File: config.mk
export PLATFORM = sky130hd
export DESIGN_NAME = uif_ctrl_unit
export DESIGN_NICKNAME = d
export VERILOG_FILES = /design/src/rtl/uif_pkg.sv /design/src/rtl/uif_gate.sv /design/src/rtl/uif_flag_reg.sv /design/src/rtl/uif_status_gen.sv /design/src/rtl/uif_ctrl_unit.sv
export SDC_FILE = /design/constraint.sdc
export NUM_CORES = 1
export LEC_CHECK = 0
export CORE_AREA = 2 2 39 41
export DETAILED_ROUTE_END_ITERATION = 10
export DIE_AREA = 0 0 41 43
export PLACE_DENSITY = 0.66
export SYNTH_ARGS = -nofsm -noshare
export SYNTH_HDL_FRONTEND = slang
export SYNTH_SLANG_ARGS = --single-unit
File: constraint.sdc
create_clock -name clk -period 1.3 [get_ports clk]
set_clock_uncertainty 0.05 [all_clocks]
set_input_delay 0.39 -clock clk [delete_from_list [all_inputs] [get_ports clk]]
set_output_delay 0.39 -clock clk [all_outputs]
set_load 0.005 [all_outputs]
File: src/rtl/uif_pkg.sv
package uif_pkg;
  typedef enum logic [1:0] {
    UOP_CLR  = 2'd0,
    UOP_SET  = 2'd1,
    UOP_TEST = 2'd2,
    UOP_RSVD = 2'd3
  } uop_e;

  localparam int STATUS_W = 6;
  localparam int ST_CF    = 0;
  localparam int ST_ZF    = 1;
  localparam int ST_AF    = 2;
  localparam int ST_OF    = 3;
  localparam int ST_PF    = 4;
  localparam int ST_SF    = 5;
endpackage

File: src/rtl/uif_gate.sv
module uif_gate
  import uif_pkg::*;
(
  input  logic       op_valid_i,
  input  logic [1:0] op_code_i,
  input  logic       feat_en_i,
  input  logic       mode64_i,
  input  logic       enclave_i,
  input  logic       txn_i,
  output logic       fault_req_o,
  output logic       abort_req_o,
  output logic       abort_is_set_o,
  output logic       clr_ok_o,
  output logic       set_ok_o,
  output logic       test_ok_o
);
  logic perm_ok;
  logic op_known;
  logic legal;
  logic is_clr;
  logic is_set;
  logic is_test;

  always_comb begin
    is_clr  = (op_code_i == UOP_CLR);
    is_set  = (op_code_i == UOP_SET);
    is_test = (op_code_i == UOP_TEST);
    op_known = is_clr | is_set | is_test;
    perm_ok  = feat_en_i & mode64_i & ~enclave_i;
    legal    = perm_ok & op_known;
    // fault outranks abort
    fault_req_o    = op_valid_i & ~legal;
    abort_req_o    = op_valid_i & legal & txn_i & (is_clr | is_set);
    abort_is_set_o = is_set;
    clr_ok_o       = op_valid_i & legal & ~txn_i & is_clr;
    set_ok_o       = op_valid_i & legal & ~txn_i & is_set;
    test_ok_o      = op_valid_i & legal & is_test;
  end
endmodule

File: src/rtl/uif_flag_reg.sv
module uif_flag_reg (
  input  logic clk,
  input  logic rst,
  input  logic clr_ok_i,
  input  logic set_ok_i,
  output logic flag_o
);
  always_ff @(posedge clk) begin
    if (rst)           flag_o <= 1'b0;
    else if (set_ok_i) flag_o <= 1'b1;
    else if (clr_ok_i) flag_o <= 1'b0;
  end
endmodule

File: src/rtl/uif_status_gen.sv
module uif_status_gen
  import uif_pkg::*;
#(
  parameter int SW    = STATUS_W,
  parameter int CF_IX = ST_CF
) (
  input  logic          clk,
  input  logic          rst,
  input  logic          test_ok_i,
  input  logic          flag_i,
  output logic [SW-1:0] status_o,
  output logic          res_o
);
  logic [SW-1:0] next_status;

  for (genvar b = 0; b < SW; b++) begin : g_bit
    if (b == CF_IX) begin : g_carry
      assign next_status[b] = flag_i;
    end else begin : g_zero
      assign next_status[b] = 1'b0;
    end
  end

  always_ff @(posedge clk) begin
    if (rst) begin
      status_o <= '0;
      res_o    <= 1'b0;
    end else if (test_ok_i) begin
      status_o <= next_status;
      res_o    <= next_status[CF_IX];
    end
  end
endmodule

File: src/rtl/uif_ctrl_unit.sv
module uif_ctrl_unit
  import uif_pkg::*;
#(
  parameter int               ABORT_W  = 8,
  parameter logic [ABORT_W-1:0] CODE_CLR = 8'h0A,
  parameter logic [ABORT_W-1:0] CODE_SET = 8'h0B
) (
  input  logic                clk,
  input  logic                rst,
  input  logic                op_valid_i,
  input  logic [1:0]          op_code_i,
  input  logic                feat_en_i,
  input  logic                mode64_i,
  input  logic                enclave_i,
  input  logic                txn_i,
  output logic                flag_o,
  output logic [STATUS_W-1:0] status_o,
  output logic                test_res_o,
  output logic                fault_o,
  output logic                abort_o,
  output logic [ABORT_W-1:0]  abort_code_o
);
  logic fault_req, abort_req, abort_is_set;
  logic clr_ok, set_ok, test_ok;

  uif_gate u_gate (
    .op_valid_i     (op_valid_i),
    .op_code_i      (op_code_i),
    .feat_en_i      (feat_en_i),
    .mode64_i       (mode64_i),
    .enclave_i      (enclave_i),
    .txn_i          (txn_i),
    .fault_req_o    (fault_req),
    .abort_req_o    (abort_req),
    .abort_is_set_o (abort_is_set),
    .clr_ok_o       (clr_ok),
    .set_ok_o       (set_ok),
    .test_ok_o      (test_ok)
  );

  uif_flag_reg u_flag (
    .clk      (clk),
    .rst      (rst),
    .clr_ok_i (clr_ok),
    .set_ok_i (set_ok),
    .flag_o   (flag_o)
  );

  uif_status_gen #(.SW(STATUS_W), .CF_IX(ST_CF)) u_status (
    .clk       (clk),
    .rst       (rst),
    .test_ok_i (test_ok),
    .flag_i    (flag_o),
    .status_o  (status_o),
    .res_o     (test_res_o)
  );

  always_ff @(posedge clk) begin
    if (rst) begin
      fault_o      <= 1'b0;
      abort_o      <= 1'b0;
      abort_code_o <= '0;
    end else begin
      fault_o      <= fault_req;
      abort_o      <= abort_req;
      abort_code_o <= abort_req ? (abort_is_set ? CODE_SET : CODE_CLR) : '0;
    end
  end
endmodule

Word-level counts from Yosys, hierarchy flattened
Index checks and enable logic that the tools add are counted.

Flip-flop bits (word level): 12. Bits of input ports: 9. Output and inout bits: 18. Logic and storage cells: 30.

Equal/unequal tests: 2. Multiplexer cells: 3. Bitwise logic cells: 17. Reduce and logical (&&, ||, !) cells: 3.

Operators with widths (number): $and 1x1->1 (11); $not 1->1 (4); $mux 1 (3); $eq 2x1->1 const B (1); $eq 2x2->1 const B (1); $logic_not 2->1 (1); $or 1x1->1 (2); $reduce_bool 2->1 (1); $reduce_or 2->1 (1).

Longest topological paths before layout
Gate-level depths: netlist (run 1).

Depth after elaboration: 9. Depth in mapped cells: 3. Depth with buffers taken out: 3.

Modules after synthesis
A second synthesis (run 1) with hierarchy kept.

Cells, all modules: 38. Area total of the unflattened synthesis: 357.8 sq um.

By module, submodules not included: uif_ctrl_unit (instances 1, cells each 15, area an instance 156.4 sq um, seq. area each 80.1 sq um); uif_status_gen (instances 1, cells each 10, area an instance 82.6 sq um, seq. area each 20.0 sq um); uif_gate (instances 1, cells each 9, area an instance 80.1 sq um, seq. area each 0.0 sq um); uif_flag_reg (instances 1, cells each 4, area an instance 38.8 sq um, seq. area each 20.0 sq um).

Worst setup path before layout (run 1)
No wires, ideal clock.

Path type: input to register. Start point: input enclave_i. End point: register u_flag.flag_o. Setup time: 72 ps. Arrival: 943 ps. Required time: 1178 ps. Slack: 235 ps. Cell stages on the path: 3. Path buffers: 0. Cells stage by stage: nand4b_4 -> nor3_1 -> mux2i_1.

Cells in the longest elaborated chain, start to end: 7. Elaborated cells between the ends (all ways): 9. Those cells by class: mux: 1; bitwise: 7; reduce/logical: 1.

Ends and longest elaborated chain: start, declared (line uif_ctrl_unit.sv:14) `input logic enclave_i,`; $not 1->1 (*) (line uif_gate.sv:29) `perm_ok = feat_en_i & mode64_i & ~enclave_i;`; $and 1x1->1 (*) (line uif_gate.sv:29); $and 1x1->1 (*) (line uif_gate.sv:30) `legal = perm_ok & op_known;`; $and 1x1->1 (*) (2 in series) (line uif_gate.sv:35, uif_gate.sv:36); $and 1x1->1 (on tied branches) (line uif_gate.sv:36, uif_gate.sv:35); $mux 1 / $reduce_bool 2->1 (equally long branches); end signal, assigned (line uif_flag_reg.sv:9) `if (rst) flag_o <= 1'b0;`; end signal, assigned (line uif_flag_reg.sv:10) `else if (set_ok_i) flag_o <= 1'b1;`; end signal, assigned (line uif_flag_reg.sv:11) `else if (clr_ok_i) flag_o <= 1'b0;`; end, declared (line uif_flag_reg.sv:6) `output logic flag_o`.

Mark *: on every way between the ends. The rest lies on a longest branch, timed or not. A chain may end at the register's enable or synchronous reset.

Worst setup path after layout (run 1)
Start point: register u_flag.flag_o. End point: output flag_o.

RTL lines: end, declared (line uif_ctrl_unit.sv:16) `output logic flag_o,`.

No word-level cell between the ends.

==> results of run 1 <==
[how the worst max path moves through the flow]
stage / startpoint / to / cells past startpoint / slack (ns)
final: u_flag.flag_o$_SDFFE_PP0P_ / flag_o / 1 / 0.06
after global routing: u_flag.flag_o$_SDFFE_PP0P_ / flag_o / 1 / 0.00008
after CTS: op_code_i[1] / u_status.res_o$_SDFFE_PP0P_ / 3 / 0.006
after detailed placement: op_valid_i / u_flag.flag_o$_SDFFE_PP0P_ / 4 / -0.33
after global placement: mode64_i / u_flag.flag_o$_SDFFE_PP0P_ / 4 / -0.32
after floorplan: enclave_i / u_flag.flag_o$_SDFFE_PP0P_ / 3 / 0.24
[flip-flops by register name (all words and copies together) (netlist names)]
| signal | cells |
|---|---|
| abort_code_o | 2 |
| fault_o | 1 |
| u_flag.flag_o | 1 |
| abort_o | 1 |
| u_status.res_o | 1 |
[cell usage in the layout (no fill, tap or decap)]
cell type	instances
conb_1	10
nor4b_1	1
nand4b_4	1
and2_1	1
clkdlybuf4s50_1	3
dfxtp_1	5
clkdlybuf4s15_1	2
buf_4	2
nor3b_1	1
nor3_2	1
a211oi_1	1
nand2b_1	3
nor4b_4	1
dlygate4sd2_1	10
clkbuf_4	3
nor3b_2	1
dfxtp_2	1
nand2_1	1
mux2i_1	2
dlymetal6s2s_1	1
[power by group through the flow]
| stage | Sequential (mW) | Clock, mW | Combinational, mW |
|---|---|---|---|
| 4_1_cts | 0.187 | 0.180 | 0.0594 |
| 5_1_grt | 0.187 | 0.196 | 0.0654 |
| 3_5_place_dp | 0.191 | 0 | 0.0645 |
| 3_3_place_gp | 0.191 | 0 | 0.0642 |
| 6_report | 0.188 | 0.168 | 0.0587 |
| 2_1_floorplan | 0.191 | 0 | 0.0406 |
[cell type report]
cell class	instances	area [um2]
multi-input cells	24	180
clock buffers	3	22.5
repair buffers	18	165
flip-flops and latches	6	121
fillers	168	875
well taps	16	20.0
[Yosys cell counts, drive strengths merged]
| library cell | n |
|---|---|
| dfxtp | 6 |
| conb | 1 |
| nand4b | 1 |
| buf | 12 |
| nor3 | 1 |
| a211oi | 1 |
| nand2b | 3 |
| mux2i | 2 |
| nor4b | 2 |
| nor3b | 2 |
| and2 | 1 |
| nand2 | 1 |
[cells by family (layout without fill, tap and decap cells)]
family | Yosys count | after routing | synth area share
AO/OA/AOI/OAI | 1 | 1 | 0.0214
buffers and inverters | 12 | 21 | 0.256
flip-flops | 6 | 6 | 0.342
multiplexers | 2 | 2 | 0.0569
other | 1 | 10 | 0.0107
AND/OR/NAND/NOR | 11 | 11 | 0.313
[layer usage]
metal  wire (um)  up-vias  track usage
met5           0        -            0
met2         292       16        0.106
met3          79        0       0.0785
met1         209      112       0.0799
met4           0        0       0.0800
li1            -      127            -
[through the flow]
step	cells	setup WS, ns	area, um2	utilization
floorplan	42	0.235	385	-
global placement	64	-0.318	490	0.354
detailed placement	64	-0.334	490	0.354
CTS	67	0.00589	504	0.364
global route	67	0.0000762	509	0.368
finish	67	0.0581	509	0.368
[timing repair]
item                       in CTS  in global routing
setup endpoints to repair      11                  2
pin swaps                       1                  0
resized for setup              14                  3
==> results.yml, run 1 <==
floorplan:
  die_w_um: 41
  dieHeight_um: 43
  rows: 14
  fp.dieArea_um2: 1760
  start_util: 0.254
  core_area_um2: 1380
  ioPinCount: 27
detailed_routing:
  first_pass_iters: 3
  antenna_left: 0
  wl_per_cell_um: 8.69
  drc_errors: 0
  wl_um: 582
  vias_per_cell: 3.81
  via_count: 255
  drtIter0Drc: 1
worst_setup_path:
  critPathMaxStageDelay_ns: 0.30
  path_delay_family: "flip-flops"
  r2r_setup_slack_ns: 0.65
  r2r_cells: 2
  reg2reg_to: "u_status.res_o$_SDFFE_PP0P_"
  crit_type: "reg -> out"
  cp_slowest_cell: "dfxtp_1"
  path_cells: "dlygate4sd2_1"
  critPathLaunchType: "flip-flop"
  critPathArrivalTime_ns: 0.80
  reg2reg_from: "u_flag.flag_o$_SDFFE_PP0P_"
  crit_path_max_fanout: 2
  path_buf_inv: 1
  required_ns: 0.86
  end_kind: "output port"
power:
  total_power_uw: 414
  ir_drop_v: 0.000213
  seqPwrFrac: 0.452
  p_comb_frac: 0.142
  switching_power_uw: 91.3
  leakagePower_nw: 0.252
  netSwitchingFraction: 0.220
  powerDensity_nw_per_um2: 814
  clkPwrFrac: 0.406
  p_int_uw: 323
clocking:
  clk_path_buf_depth: 2
  clk_latency_ns: 0.24
  clkSinkCount: 6
  ctsHoldBuffers: 0
  path_clk_slew_ns: 0.05
  cts_setup_buffers: 0
  cts_tree: "built"
  cts_made_buffers: 3
  cts-root-buf: "clkbuf_4"
  htree_num_levels: 1
place:
  port_buffers: 16
  dp_hpwl_um: 475
  gp_congestion: 0.603
global_routing:
  grt_max_degree: 7
  first_global_vias: 236
  grt_overflow: 0
  grt_antenna_before_repair: 0
  grt_pass1_wl_um: 890
  grtUsageTotal: 0.0862
synthesis:
  ys_seq_area_frac: 0.342
  yosysWarnings: 0
  synth_top_cell_by_area: "dfxtp_1"
  synth_area_per_cell_um2: 10.7
  ys_seq_elements: 6
  ys_top_cells_by_area: "dfxtp_1 34%, buf_4 26%, nand4b_4 6.8%"
  synth_area_um2: 352
  synth_cell_types: 14
  synth_top_area_share: 0.342
  syn_inst: 33
sta:
  fin_crit_sh: 0.955
  tns_ns: 0
  fmax_ghz: 0.805
  period_needed_ns: 1.24
  rsz0062_at_grt: "false"
  hold_ws_ns: 0.437
  hold_violations: 0
  drv_slew: 0
  finalSetupViolations: 0
layout:
  fin_nets: 62
  syn2layout_area_growth_pct: 44.8
  n_antenna_cell: 0
  drive_gt1_frac: 0.196
outcome:
  status: "complete, no violations"
min_path:
  whs_endpoint: "u_status.res_o$_SDFFE_PP0P_"
  min_from: "u_status.res_o$_SDFFE_PP0P_"
  min_path_type: "reg -> reg"
  hold_path_depth: 2
run:
  cap_viol_max_count: 0
Note: power is estimated with default switching activity, not from simulation.
==> run 2, diff against run 1 <==
- CAP_MARGIN: not set -> 10
==> results of run 2 <==
Final layout, timing and power as in run 1 (identical DEF).
